===== config.mk =====
export PLATFORM = sky130hd
export DESIGN_NAME = bitop_unit
export DESIGN_NICKNAME = d
export VERILOG_FILES = /design/src/rtl/bitop_pkg.sv /design/src/rtl/bitop_addr_gen.sv /design/src/rtl/bitop_alu.sv /design/src/rtl/bitop_ctrl.sv /design/src/rtl/bitop_unit.sv
export SDC_FILE = /design/constraint.sdc
export NUM_CORES = 1
export LEC_CHECK = 0
export ABC_AREA = 1
export ABC_CLOCK_PERIOD_IN_PS = 2300
export BUFFER_PORTS_ARGS = -buffer_cell sky130_fd_sc_hd__buf_2
export CORE_MARGIN = 2
export CORE_UTILIZATION = 50
export CTS_CLUSTER_DIAMETER = 100
export DETAILED_ROUTE_END_ITERATION = 8
export PLACE_DENSITY = 0.91
export SYNTH_ARGS = -nofsm -noshare
export SYNTH_HDL_FRONTEND = slang
export SYNTH_SLANG_ARGS = --single-unit

===== constraint.sdc =====
create_clock -name clk_i -period 2.3 [get_ports clk_i]
set_input_delay 0.115 -clock clk_i [delete_from_list [all_inputs] [get_ports clk_i]]
set_output_delay 0.115 -clock clk_i [all_outputs]
set_load 0.005 [all_outputs]

===== src/rtl/bitop_pkg.sv =====
package bitop_pkg;
  typedef enum logic [1:0] {
    OP_TEST  = 2'd0,
    OP_SET   = 2'd1,
    OP_RESET = 2'd2,
    OP_COMPL = 2'd3
  } bitop_e;

  typedef enum logic [2:0] {
    ST_IDLE,
    ST_RD_REQ,
    ST_RD_WAIT,
    ST_WR_REQ,
    ST_DONE
  } bitop_state_e;
endpackage


===== src/rtl/bitop_addr_gen.sv =====
module bitop_addr_gen #(
  parameter int W  = 16,
  parameter int AW = 16
) (
  input  logic [AW-1:0] base_i,
  input  logic [AW-1:0] mask_i,
  input  logic [W-1:0]  offset_i,
  input  logic          imm_i,
  output logic [AW-1:0] addr_o
);
  localparam int IDXW       = $clog2(W);
  localparam int BYTE_SHIFT = $clog2(W / 8);

  logic signed [W-1:0]  word_disp;
  logic signed [AW-1:0] word_disp_ext;
  logic [AW-1:0]        byte_disp;

  always_comb begin
    word_disp     = $signed(offset_i) >>> IDXW;
    word_disp_ext = AW'(word_disp);
    byte_disp     = AW'(word_disp_ext <<< BYTE_SHIFT);
    // immediate forms use the base address unchanged
    addr_o = (imm_i ? base_i : base_i + byte_disp) & mask_i;
  end
endmodule


===== src/rtl/bitop_alu.sv =====
module bitop_alu
  import bitop_pkg::*;
#(
  parameter int W = 16,
  localparam int IDXW = $clog2(W)
) (
  input  logic [W-1:0]    word_i,
  input  logic [IDXW-1:0] idx_i,
  input  bitop_e          op_i,
  output logic            cf_o,
  output logic [W-1:0]    word_o
);
  assign cf_o = word_i[idx_i];

  for (genvar b = 0; b < W; b++) begin : g_bit
    logic hit;
    assign hit = (idx_i == IDXW'(b));
    always_comb begin
      word_o[b] = word_i[b];
      if (hit) begin
        unique case (op_i)
          OP_SET:   word_o[b] = 1'b1;
          OP_RESET: word_o[b] = 1'b0;
          OP_COMPL: word_o[b] = ~word_i[b];
          default:  word_o[b] = word_i[b];
        endcase
      end
    end
  end
endmodule


===== src/rtl/bitop_ctrl.sv =====
module bitop_ctrl
  import bitop_pkg::*;
(
  input  logic clk_i,
  input  logic rst_ni,
  input  logic start_i,
  input  logic mem_form_i,
  input  logic mem_q_i,
  input  logic is_test_i,
  input  logic mem_ack_i,
  output logic idle_o,
  output logic accept_o,
  output logic load_reg_o,
  output logic load_mem_o,
  output logic mem_req_o,
  output logic mem_we_o,
  output logic done_o
);
  bitop_state_e state_q, state_d;

  always_comb begin
    state_d = state_q;
    unique case (state_q)
      ST_IDLE:    if (start_i) state_d = mem_form_i ? ST_RD_REQ : ST_DONE;
      ST_RD_REQ:  state_d = ST_RD_WAIT;
      ST_RD_WAIT: if (mem_ack_i) state_d = is_test_i ? ST_DONE : ST_WR_REQ;
      ST_WR_REQ:  if (mem_ack_i) state_d = ST_DONE;
      ST_DONE:    state_d = ST_IDLE;
      default:    state_d = ST_IDLE;
    endcase
  end

  always_ff @(posedge clk_i or negedge rst_ni) begin
    if (!rst_ni) state_q <= ST_IDLE;
    else         state_q <= state_d;
  end

  assign idle_o     = (state_q == ST_IDLE);
  assign accept_o   = idle_o & start_i;
  assign load_reg_o = accept_o & ~mem_form_i;
  assign load_mem_o = (state_q == ST_RD_WAIT) & mem_ack_i;
  assign mem_req_o  = (state_q == ST_RD_REQ) | (state_q == ST_WR_REQ);
  assign mem_we_o   = (state_q == ST_WR_REQ);
  assign done_o     = (state_q == ST_DONE);

  AST_DONE_PULSE: assert property (@(posedge clk_i) disable iff (!rst_ni)
    done_o |=> !done_o);
  AST_RD_REQ_ONE_CYCLE: assert property (@(posedge clk_i) disable iff (!rst_ni)
    (mem_req_o && !mem_we_o) |=> !(mem_req_o && !mem_we_o));
  AST_TEST_NO_MEM_WRITE: assert property (@(posedge clk_i) disable iff (!rst_ni)
    mem_we_o |-> !is_test_i);
  AST_REG_FORM_NO_MEM: assert property (@(posedge clk_i) disable iff (!rst_ni)
    mem_req_o |-> mem_q_i);
endmodule


===== src/rtl/bitop_unit.sv =====
module bitop_unit
  import bitop_pkg::*;
#(
  parameter int AW = 16
) (
  input  logic          clk_i,
  input  logic          rst_ni,
  input  logic          start_i,
  input  logic [1:0]    op_i,
  input  logic          mem_form_i,
  input  logic          imm_form_i,
  input  logic [15:0]   reg_val_i,
  input  logic [15:0]   offset_i,
  input  logic [AW-1:0] base_addr_i,
  input  logic [AW-1:0] addr_mask_i,
  output logic          mem_req_o,
  output logic          mem_we_o,
  output logic [AW-1:0] mem_addr_o,
  output logic [15:0]   mem_wdata_o,
  input  logic [15:0]   mem_rdata_i,
  input  logic          mem_ack_i,
  output logic          done_o,
  output logic          cf_o,
  output logic [15:0]   result_o,
  output logic          reg_we_o
);
  localparam int W    = 16;
  localparam int IDXW = $clog2(W);

  bitop_e          op_q;
  logic            mem_q;
  logic [IDXW-1:0] idx_q;
  logic [AW-1:0]   addr_q, addr_calc;
  logic            cf_q;
  logic [W-1:0]    word_q;

  logic idle, accept, load_reg, load_mem;

  bitop_e          alu_op;
  logic [IDXW-1:0] alu_idx;
  logic [W-1:0]    alu_word, alu_out;
  logic            alu_cf;

  bitop_ctrl u_ctrl (
    .clk_i      (clk_i),
    .rst_ni     (rst_ni),
    .start_i    (start_i),
    .mem_form_i (mem_form_i),
    .mem_q_i    (mem_q),
    .is_test_i  (op_q == OP_TEST),
    .mem_ack_i  (mem_ack_i),
    .idle_o     (idle),
    .accept_o   (accept),
    .load_reg_o (load_reg),
    .load_mem_o (load_mem),
    .mem_req_o  (mem_req_o),
    .mem_we_o   (mem_we_o),
    .done_o     (done_o)
  );

  bitop_addr_gen #(.W(W), .AW(AW)) u_addr (
    .base_i   (base_addr_i),
    .mask_i   (addr_mask_i),
    .offset_i (offset_i),
    .imm_i    (imm_form_i),
    .addr_o   (addr_calc)
  );

  // idle: register operand straight from the ports; otherwise the word read back
  always_comb begin
    alu_op   = idle ? bitop_e'(op_i) : op_q;
    alu_idx  = idle ? offset_i[IDXW-1:0] : idx_q;
    alu_word = idle ? reg_val_i : mem_rdata_i;
  end

  bitop_alu #(.W(W)) u_alu (
    .word_i (alu_word),
    .idx_i  (alu_idx),
    .op_i   (alu_op),
    .cf_o   (alu_cf),
    .word_o (alu_out)
  );

  always_ff @(posedge clk_i or negedge rst_ni) begin
    if (!rst_ni) begin
      op_q   <= OP_TEST;
      mem_q  <= 1'b0;
      idx_q  <= '0;
      addr_q <= '0;
    end else if (accept) begin
      op_q   <= bitop_e'(op_i);
      mem_q  <= mem_form_i;
      idx_q  <= offset_i[IDXW-1:0];
      addr_q <= addr_calc;
    end
  end

  always_ff @(posedge clk_i or negedge rst_ni) begin
    if (!rst_ni) begin
      cf_q   <= 1'b0;
      word_q <= '0;
    end else if (load_reg || load_mem) begin
      cf_q   <= alu_cf;
      word_q <= alu_out;
    end
  end

  assign mem_addr_o  = addr_q;
  assign mem_wdata_o = word_q;
  assign cf_o        = cf_q;
  assign result_o    = word_q;
  assign reg_we_o    = done_o & ~mem_q & (op_q != OP_TEST);

  AST_SET_WRITES_ONE: assert property (@(posedge clk_i) disable iff (!rst_ni)
    (done_o && op_q == OP_SET) |-> result_o[idx_q]);
  AST_RESET_WRITES_ZERO: assert property (@(posedge clk_i) disable iff (!rst_ni)
    (done_o && op_q == OP_RESET) |-> !result_o[idx_q]);
  AST_COMPL_FLIPS: assert property (@(posedge clk_i) disable iff (!rst_ni)
    (done_o && op_q == OP_COMPL) |-> (result_o[idx_q] != cf_o));
  AST_TEST_KEEPS: assert property (@(posedge clk_i) disable iff (!rst_ni)
    (done_o && op_q == OP_TEST) |-> (result_o[idx_q] == cf_o));
  AST_NO_REG_WE_ON_TEST: assert property (@(posedge clk_i) disable iff (!rst_ni)
    reg_we_o |-> (op_q != OP_TEST && !mem_q));
  AST_ADDR_HELD: assert property (@(posedge clk_i) disable iff (!rst_ni)
    (!idle && $past(!idle)) |-> $stable(mem_addr_o));
  AST_WRITE_DATA_HELD: assert property (@(posedge clk_i) disable iff (!rst_ni)
    (mem_we_o && $past(mem_we_o)) |-> $stable(mem_wdata_o));
endmodule


==> results of run 1 <==
-- cells in the mapped netlist (4+ instances only) --
library cell  instances  area (um^2)
nand2_1             192          721
inv_1                54          203
o21ai_0              44          220
dfrtp_1              43         1080
nor2_1               39          146
nand3_1              35          175
a31oi_1              19          119
buf_4                18          135
ha_1                 14          175
o22ai_1              13         81.3
a21oi_1               9         45.0
clkbuf_1              6         22.5
nor3_1                5         25.0
xor2_1                5         43.8
buf_2                 4         20.0
-- logic make-up (layout without fill, tap and decap cells) --
logic type / count (synthesis) / in the layout
adders and majority gates: 15 / 15
and+or+nand+nor: 284 / 284
DFF: 43 / 43
xor gates and xnor gates: 7 / 7
buffers and inverters: 88 / 214
AOI/OAI and AO/OA: 103 / 103
-- cell type report --
cell class / count / area [um^2]
well taps: 96 / 120
inverters: 56 / 210
clock inverters: 2 / 35.0
multi-input cells: 409 / 2040
fillers: 630 / 2470
flip-flops and latches: 43 / 1080
repair buffers: 150 / 791
clock buffers: 6 / 82.6
-- sequential cells by signal, indices dropped and copies added, names as in the netlist --
signal and flops:
op_q 2, mem_wdata_o 16, u_ctrl.state_q 3, mem_addr_o 16, mem_q 1, idx_q 4, cf_o 1
-- metal layers --
layer	part of all wire, %	GRT usage [%]	routed length [um]
met5	0	0	0
met1	41	33.3	4250
met2	46	48.0	4790
met3	8.6	4.81	882
met4	3.7	11.3	379
-- per-stage QoR --
step / instances / cell area, um^2 / utilization [%]
after floorplan: 540 / 3540 / -
after global placement: 753 / 4230 / 61.9
after global routing: 762 / 4360 / 63.8
after CTS: 762 / 4360 / 63.8
final: 762 / 4360 / 63.8
after detailed placement: 753 / 4230 / 61.9
-- power by group --
part / total, mW / internal [mW] / switching, mW / leakage, nW
clock network: 0.629 / 0.352 / 0.277 / 0.0612
registers: 1.34 / 1.11 / 0.232 / 0.539
logic: 3.17 / 1.17 / 2.00 / 1.85
-- how the worst max path moves through the flow --
stage / slack (ps) / from / cells after the start / endpoint
6_report: 220 / u_ctrl.state_q[0]$_DFFE_PN0P_ / 9 / mem_wdata_o[12]$_DFFE_PN0P_
3_5_place_dp: 290 / u_ctrl.state_q[0]$_DFFE_PN0P_ / 9 / mem_wdata_o[12]$_DFFE_PN0P_
3_3_place_gp: 400 / u_ctrl.state_q[1]$_DFFE_PN0P_ / 9 / mem_wdata_o[8]$_DFFE_PN0P_
4_1_cts: 260 / u_ctrl.state_q[0]$_DFFE_PN0P_ / 9 / mem_wdata_o[12]$_DFFE_PN0P_
5_1_grt: 20 / u_ctrl.state_q[0]$_DFFE_PN0P_ / 9 / mem_wdata_o[12]$_DFFE_PN0P_
2_1_floorplan: 630 / u_ctrl.state_q[1]$_DFFE_PN0P_ / 9 / mem_wdata_o[0]$_DFFE_PN0P_
-- repair_timing --
action,CTS,global route
buffers inserted,0,0
hold buffers,1,0
hold endpoints to repair,6,0
==> key figures, run 1 <==
Place
  – Routability-driven placement congestion ratio: 0.999
  – Number of port buffers: 140
  – Place WS: 289 ps
  – Final HPWL DP: 8140 um

STA
  – Slew of the pin with the lowest slew margin: slightly below 1000 ps
  – Clock skew: 5.61 ps
  – Final hold viol count: 0
  – Min Hold Slack: 21.3 ps
  – Period utilization: 90.5%
  – Headroom to the max-slew limit: 33.8%
  – Period minus WS final: 2080 ps
  – Total negative slack: 0 ps
  – RSZ-0062 raised after global routing: no
  – Final worst setup slack: 219 ps
  – Max Freq: 481 MHz
  – # setup viols final: 0
  – Pins Over Slew Limit: 0

CTS
  – Sink Count: 43
  – Clk root buf: clkbuf_8
  – CTS clk-pin slew, worst paths: 90 ps
  – CTS Buf Count: 5
  – CTS tree: built
  – Post-cts resize count: 0
  – CTS Buffer Depth: 2
  – Htree depth: 2
  – Skew-Pair Late Insertion Delay: ~300 ps

Logic synthesis
  – Asr flop ratio synth: 100%
  – Synth Area in Simple Gates: between 30% and 40%
  – Ys Warns: 0
  – Post-synthesis instance total: 540
  – Synth Area in Compound Gates: between 10% and 20%
  – EDFF count, synth: 0
  – Post-Syn Area: 3540 um^2
  – Sequential area share after synthesis: a little under a third
  – Synthesized net count: 643
  – Adder-Cell Fraction of Synth Area: between 5 and 6%
  – Post-synth top flop: dfrtp_1
  – Avg Inst Size Synth: ~6.6 um^2
  – Largest family of logic cells by synthesized area: simple AND/OR/NAND/NOR gates
  – Synthesized-area fraction occupied by xor and xnor cells: 1.73%
  – Post-synthesis mux area share: 0%
  – Flops & latches, synth: 43
  – Distinct cells, synth: 39

Outcome
  – Run status: completed

Worst setup path
  – CP delay by family, top: simple AND/OR/NAND/NOR gates
  – Buf/Inv on CP: 1
  – CP Launch Type: register
  – R2r endpoint: mem_wdata_o[12]$_DFFE_PN0P_
  – Kind of critical path: reg -> reg
  – CP cell instances: nor2_4, nand2_2, buf_12, nand2_1, nand2_1, nor2_1, nand2_1, o21ai_0, o22ai_1
  – Worst R2R Path Depth: 9
  – Reg2reg start: u_ctrl.state_q[0]$_DFFE_PN0P_
  – Crit path max-delay cell type: dfrtp_1
  – Slowest cell delay on critical path: 450 ps
  – Crit. End Element: register
  – Flop-to-flop setup slack: 220 ps
  – Critical Path AT: approximately 2300 ps
  – Most frequent cell on the critical path: nand2_1
  – CP required: 2480 ps
  – Crit-path max FO: 15

Finish
  – Commonest non-fill, non-tap cell in the layout: nand2_1
  – Commonest cells after routing, fill and taps aside: 192 x nand2_1, 140 x buf_2, 54 x inv_1, 44 x o21ai_0, 43 x dfrtp_1
  – Ant diodes: 0
  – Area grow syn2layout: 23.2%
  – Share of post-route cells with drive strength above 1: 26.0%
  – NumNets Final: 768

Hold path
  – Hold path depth: 2
  – Hold Path Origin: start_i
  – Hold EP: mem_q$_DFFE_PN0P_
  – Hold Crit Class: in -> reg

Global routing
  – Number of global-route vias before repair: between 3k and 4k
  – Initial antenna violation count: 0
  – GRT Util Overall: 27.4%
  – Largest net degree at the start of global routing: 44
  – Remaining Overflow, GRT: 0
  – First-pass GRT wire length: 16900 um

Floorplanning
  – Initial Utilization: a little over 50%
  – Die height: 88.1 um
  – Die ar.: 7760 um^2
  – Core ar.: 6830 um^2
  – Top-level I/O count: ~140
  – Die X-Extent: 88.1 um
  – Rows: 30

Flow run
  – Max_cap viols: 0

Drt
  – Via/cell ratio: 5.39
  – WL final: 10300 um
  – Vias: 4104
  – DR pass1 iterations: 5
  – Initial DRC Count: roughly 130
  – WL/cell: approximately 14 um
  – # DRC: 0
  – Routed Antenna Nets: 0

Power
  – PD cells: 1180 nW/um^2
  – VDD IR max: between 0.4 and 0.5 mV
  – Power, Total: 5.15 mW
  – Leak pwr: 2.45 nW
(Power assumes the default switching activity.)
==> run 2, diff against run 1 <==
PLACE_DENSITY = 0.82   (was 0.91)
==> key figures, run 2 (synthesis gave the netlist of run 1 again) <==
Outcome
  – Run status: finished with violations
  – Failing checks: negative hold slack

Floorplanning
  – Top-level I/O count: roughly 140
  – Die X-Extent: 88.1 um
  – Rows: 30
  – Initial Utilization: 51.8%
  – Core ar.: 6830 um^2
  – Die ar.: 7760 um^2
  – Die height: a little under 90 um

CTS
  – CTS Buf Count: 5
  – Skew-Pair Late Insertion Delay: roughly 300 ps
  – CTS Buffer Depth: 2
  – Sink Count: 43
  – Post-CTS Setup Inserts: 0
  – Htree depth: 2
  – CTS tree: built
  – Post-cts resize count: 0
  – Clk root buf: clkbuf_8
  – CTS clk-pin slew, worst paths: approximately 90 ps
  – # hold bufs at CTS: 0

Place
  – Number of port buffers: 140
  – Routability-driven placement congestion ratio: between 0.9 and 1
  – Final HPWL DP: 8110 um
  – Dpl cell area: 4210 um^2
  – Place WS: approximately 270 ps

STA
  – Slew of the pin with the lowest slew margin: 990 ps
  – Final worst setup slack: 221 ps
  – Min Hold Slack: -33.1 ps
  – # setup viols final: 0
  – Period utilization: 90.4%
  – Period minus WS final: slightly above 2000 ps
  – RSZ-0062 raised after global routing: no
  – Max Freq: 481 MHz
  – Headroom to the max-slew limit: 34.0%
  – Final hold viol count: 43
  – Clock skew: 9.82 ps
  – Pins Over Slew Limit: 0
  – Total negative slack: 0 ps

Drt
  – Routed Antenna Nets: 0
  – Via/cell ratio: 5.22
  – # DRC: 0
  – DR pass1 iterations: 5
  – WL/cell: 13.8 um
  – Initial DRC Count: ~170
  – WL final: 10500 um
  – Vias: just under 4k

Global routing
  – GRT Util Overall: 27.4%
  – Initial antenna violation count: 0
  – Largest net degree at the start of global routing: 44
  – Remaining Overflow, GRT: 0
  – First-pass GRT wire length: 16900 um
  – Number of global-route vias before repair: 3816

Worst setup path
  – Flop-to-flop setup slack: between 200 and 250 ps
  – Critical Path AT: 2270 ps
  – Crit. End Element: register
  – R2r endpoint: mem_addr_o[4]$_DFFE_PN0P_
  – Crit-path max FO: 38
  – Reg2reg start: u_ctrl.state_q[0]$_DFFE_PN0P_
  – Worst R2R Path Depth: 8
  – CP Launch Type: register
  – CP required: between 2000 and 2500 ps
  – Kind of critical path: reg -> reg

Finish
  – Share of post-route cells with drive strength above 1: 25.8%
  – Area grow syn2layout: 22.8%
  – Ant diodes: 0
  – Commonest non-fill, non-tap cell in the layout: nand2_1
  – # fillers: 693
  – Commonest cells after routing, fill and taps aside: 192 x nand2_1, 140 x buf_2, 54 x inv_1, 44 x o21ai_0, 43 x dfrtp_1
  – Finished Cell Area: 4340 um^2
  – NumNets Final: 766

Flow run
  – Max_cap viols: 0

Power
  – Leak pwr: 2.44 nW
  – Power, Total: 5.20 mW
  – PD cells: roughly 1200 nW/um^2
  – VDD IR max: approximately 0.54 mV

Hold path
  – Hold Crit Class: in -> async
[run 2: final cells by class]
| class | instances | area, um^2 | share of cell area (%) |
|---|---|---|---|
| clock buffers | 6 | 72.6 | 1.67 |
| clock inverters | 2 | 60.1 | 1.38 |
| inverters | 56 | 210 | 4.84 |
| multi-input cells | 409 | 2040 | 47.0 |
| flip-flops and latches | 43 | 1080 | 24.8 |
| well taps | 96 | 120 | 2.77 |
| repair buffers | 148 | 761 | 17.5 |
[run 2: through the flow]
step | utilization, % | std cells
3_3_place_gp | 61.6 | 752
6_report | 63.6 | 760
4_1_cts | 63.6 | 760
2_1_floorplan | - | 540
3_5_place_dp | 61.6 | 752
5_1_grt | 63.6 | 760
[run 2: how the worst max path moves through the flow]
stage	startpoint	to	slack [ps]	cells after the start
2_1_floorplan	u_ctrl.state_q[1]$_DFFE_PN0P_	mem_wdata_o[0]$_DFFE_PN0P_	630	9
3_3_place_gp	u_ctrl.state_q[1]$_DFFE_PN0P_	mem_wdata_o[12]$_DFFE_PN0P_	370	8
3_5_place_dp	u_ctrl.state_q[1]$_DFFE_PN0P_	mem_wdata_o[14]$_DFFE_PN0P_	270	8
4_1_cts	u_ctrl.state_q[0]$_DFFE_PN0P_	mem_addr_o[4]$_DFFE_PN0P_	260	8
5_1_grt	u_ctrl.state_q[0]$_DFFE_PN0P_	mem_addr_o[5]$_DFFE_PN0P_	40	8
6_report	u_ctrl.state_q[0]$_DFFE_PN0P_	mem_addr_o[4]$_DFFE_PN0P_	220	8
[run 2: critical path, stage by stage, from the launching register on]
cell and delay (ps):
dfrtp_1 450, nor2_4 50, nand2_2 290, inv_1 200, nand2_1 160, buf_4 370, inv_1 230, o2111ai_1 140
nand2_1 70
[run 2: where the power goes]
group / switching [mW] / internal [mW]
sequential: 0.225 / 1.11
clock: 0.285 / 0.435
combinational: 2.01 / 1.14
total: 2.52 / 2.69
[run 2: per-layer routing]
| metal | track usage, % | part of all wire, % | vias up |
|---|---|---|---|
| li1 | - | - | 1999 |
| met1 | 33.0 | 41 | 1750 |
| met2 | 49.6 | 49 | 189 |
| met3 | 3.39 | 6.6 | 30 |
| met4 | 10.5 | 3.5 | 0 |
| met5 | 0 | 0 | - |
==> run 3, diff against run 2 <==
ABC_CLOCK_PERIOD_IN_PS = 2200   (was 2300)
clock period = 2.2 ns   (was 2.3 ns; I/O delays follow)
==> key figures, run 3 (synthesis gave the netlist of run 1 again) <==
CTS
  – Clk root buf: clkbuf_8
  – CTS Buffer Depth: 2
  – CTS Buf Count: 5
  – Skew-Pair Late Insertion Delay: 300 ps
  – Htree depth: 2
  – CTS clk-pin slew, worst paths: roughly 90 ps
  – Sink Count: between 40 and 50
  – CTS tree: built

STA
  – Min Hold Slack: 15.2 ps
  – # setup viols final: 0
  – Max Freq: 504 MHz
  – Period minus WS final: 1980 ps
  – Clock skew: 4.39 ps
  – Pins Over Slew Limit: 0
  – Headroom to the max-slew limit: 54.5%
  – Total negative slack: 0 ps
  – Slew of the pin with the lowest slew margin: 681 ps
  – RSZ-0062 raised after global routing: no
  – Final worst setup slack: 217 ps
  – Period utilization: 90.1%
  – Final hold viol count: 0

Drt
  – WL final: 10100 um
  – WL met2: 4930 um
  – DR pass1 iterations: 5
  – WL/cell: around 13 um
  – Via/cell ratio: 5.22
  – Routed Antenna Nets: 0
  – Met3 WL: 679 um
  – Vias: around 4k
  – Top Metal Used: met4
  – M1 WL: ~4200 um
  – Initial DRC Count: 200
  – # DRC: 0

Floorplanning
  – Die height: 88.1 um
  – Top-level I/O count: about 140
  – Die ar.: 7760 um^2
  – Initial Utilization: 51.8%
  – Die X-Extent: 88.1 um
  – Rows: 30
  – Core ar.: 6830 um^2

Worst setup path
  – Crit. End Element: register
  – CP required: 2420 ps
  – Crit-path max FO: 34
  – Flop-to-flop setup slack: 220 ps
  – Critical Path AT: 2200 ps
  – Kind of critical path: reg -> reg
  – CP Launch Type: register

Place
  – Final HPWL DP: 7990 um
  – Inst Count DP: 755
  – Place WS: 190 ps
  – Routability-driven placement congestion ratio: roughly 0.92
  – Number of port buffers: 140

Power
  – PD cells: around 1200 nW/um^2
  – VDD IR max: 0.471 mV
  – Leak pwr: 2.46 nW

Finish
  – Area grow syn2layout: 23.6%
  – # fillers: roughly 650
  – Ant diodes: 0
  – Share of post-route cells with drive strength above 1: 26.2%
  – Final std cells w/o fill: roughly 760
  – Commonest cells after routing, fill and taps aside: 192 x nand2_1, 140 x buf_2, 54 x inv_1, 44 x o21ai_0, 43 x dfrtp_1
  – Commonest non-fill, non-tap cell in the layout: nand2_1
  – NumNets Final: 770

Outcome
  – Run status: completed

Global routing
  – Largest net degree at the start of global routing: 44
  – Number of global-route vias before repair: 3741
  – GRT Util Overall: 26.3%
  – First-pass GRT wire length: 16300 um
  – Remaining Overflow, GRT: 0
  – Initial antenna violation count: 0

Flow run
  – Max_cap viols: 0

Hold path
  – Hold Crit Class: in -> reg
-- run 3: per-layer routing --
metal	GRT usage [%]	up-vias
met5	0	-
met4	9.50	0
met3	3.68	25
met2	49.1	170
met1	30.5	1788
li1	-	2003
-- run 3: final cells by class --
type                       instances  area [um^2]  area share [%]
multi-input combinational        409         2050            46.9
sequential                        43         1080            24.6
timing repair buffer             152          797            18.2
inverter                          56          210            4.81
tap                               96          120            2.75
clock buffer                       6         82.6            1.89
clock inverter                     2         35.0           0.801
-- run 3: per-stage QoR --
stage	util [%]	instance area [um^2]	total power, mW
floorplan	-	3540	3.75
global placement	62.0	4230	4.64
detailed placement	62.0	4230	4.69
CTS	63.8	4360	5.35
global route	64.0	4370	5.88
finish	64.0	4370	5.37
-- run 3: timing repair --
| item | in CTS | in global routing |
|---|---|---|
| gates resized for setup | 0 | 2 |
| hold endpoints to repair | 43 | 0 |
| setup endpoints to repair | 0 | 4 |
| hold buffers | 1 | 0 |
| buffers inserted | 0 | 0 |
-- run 3: worst paths after layout --
path	startpoint	endpoint	cells past startpoint
max	u_ctrl.state_q[1]$_DFFE_PN0P_	mem_wdata_o[15]$_DFFE_PN0P_	8
min reg2reg	mem_addr_o[15]$_DFFE_PN0P_	mem_addr_o[15]$_DFFE_PN0P_	2
max reg2reg	u_ctrl.state_q[1]$_DFFE_PN0P_	mem_wdata_o[15]$_DFFE_PN0P_	8
min	start_i	mem_q$_DFFE_PN0P_	2
max in group asynchronous	rst_ni	cf_o$_DFFE_PN0P_	3
min in group asynchronous	rst_ni	mem_wdata_o[0]$_DFFE_PN0P_	3
-- run 3: critical path, stage by stage, from the launching register on --
cell	delay (ps)
dfrtp_1	430
nor2_4	130
nand2_2	240
inv_1	250
nand2_1	130
o22ai_2	110
buf_4	310
o21ai_0	140
o22ai_1	150
-- run 3: where the power goes --
group / internal [mW] / switching (mW) / leakage [nW]
registers: 1.16 / 0.229 / 0.539
clock network: 0.368 / 0.295 / 0.0612
logic: 1.24 / 2.08 / 1.86
total: 2.77 / 2.60 / 2.46
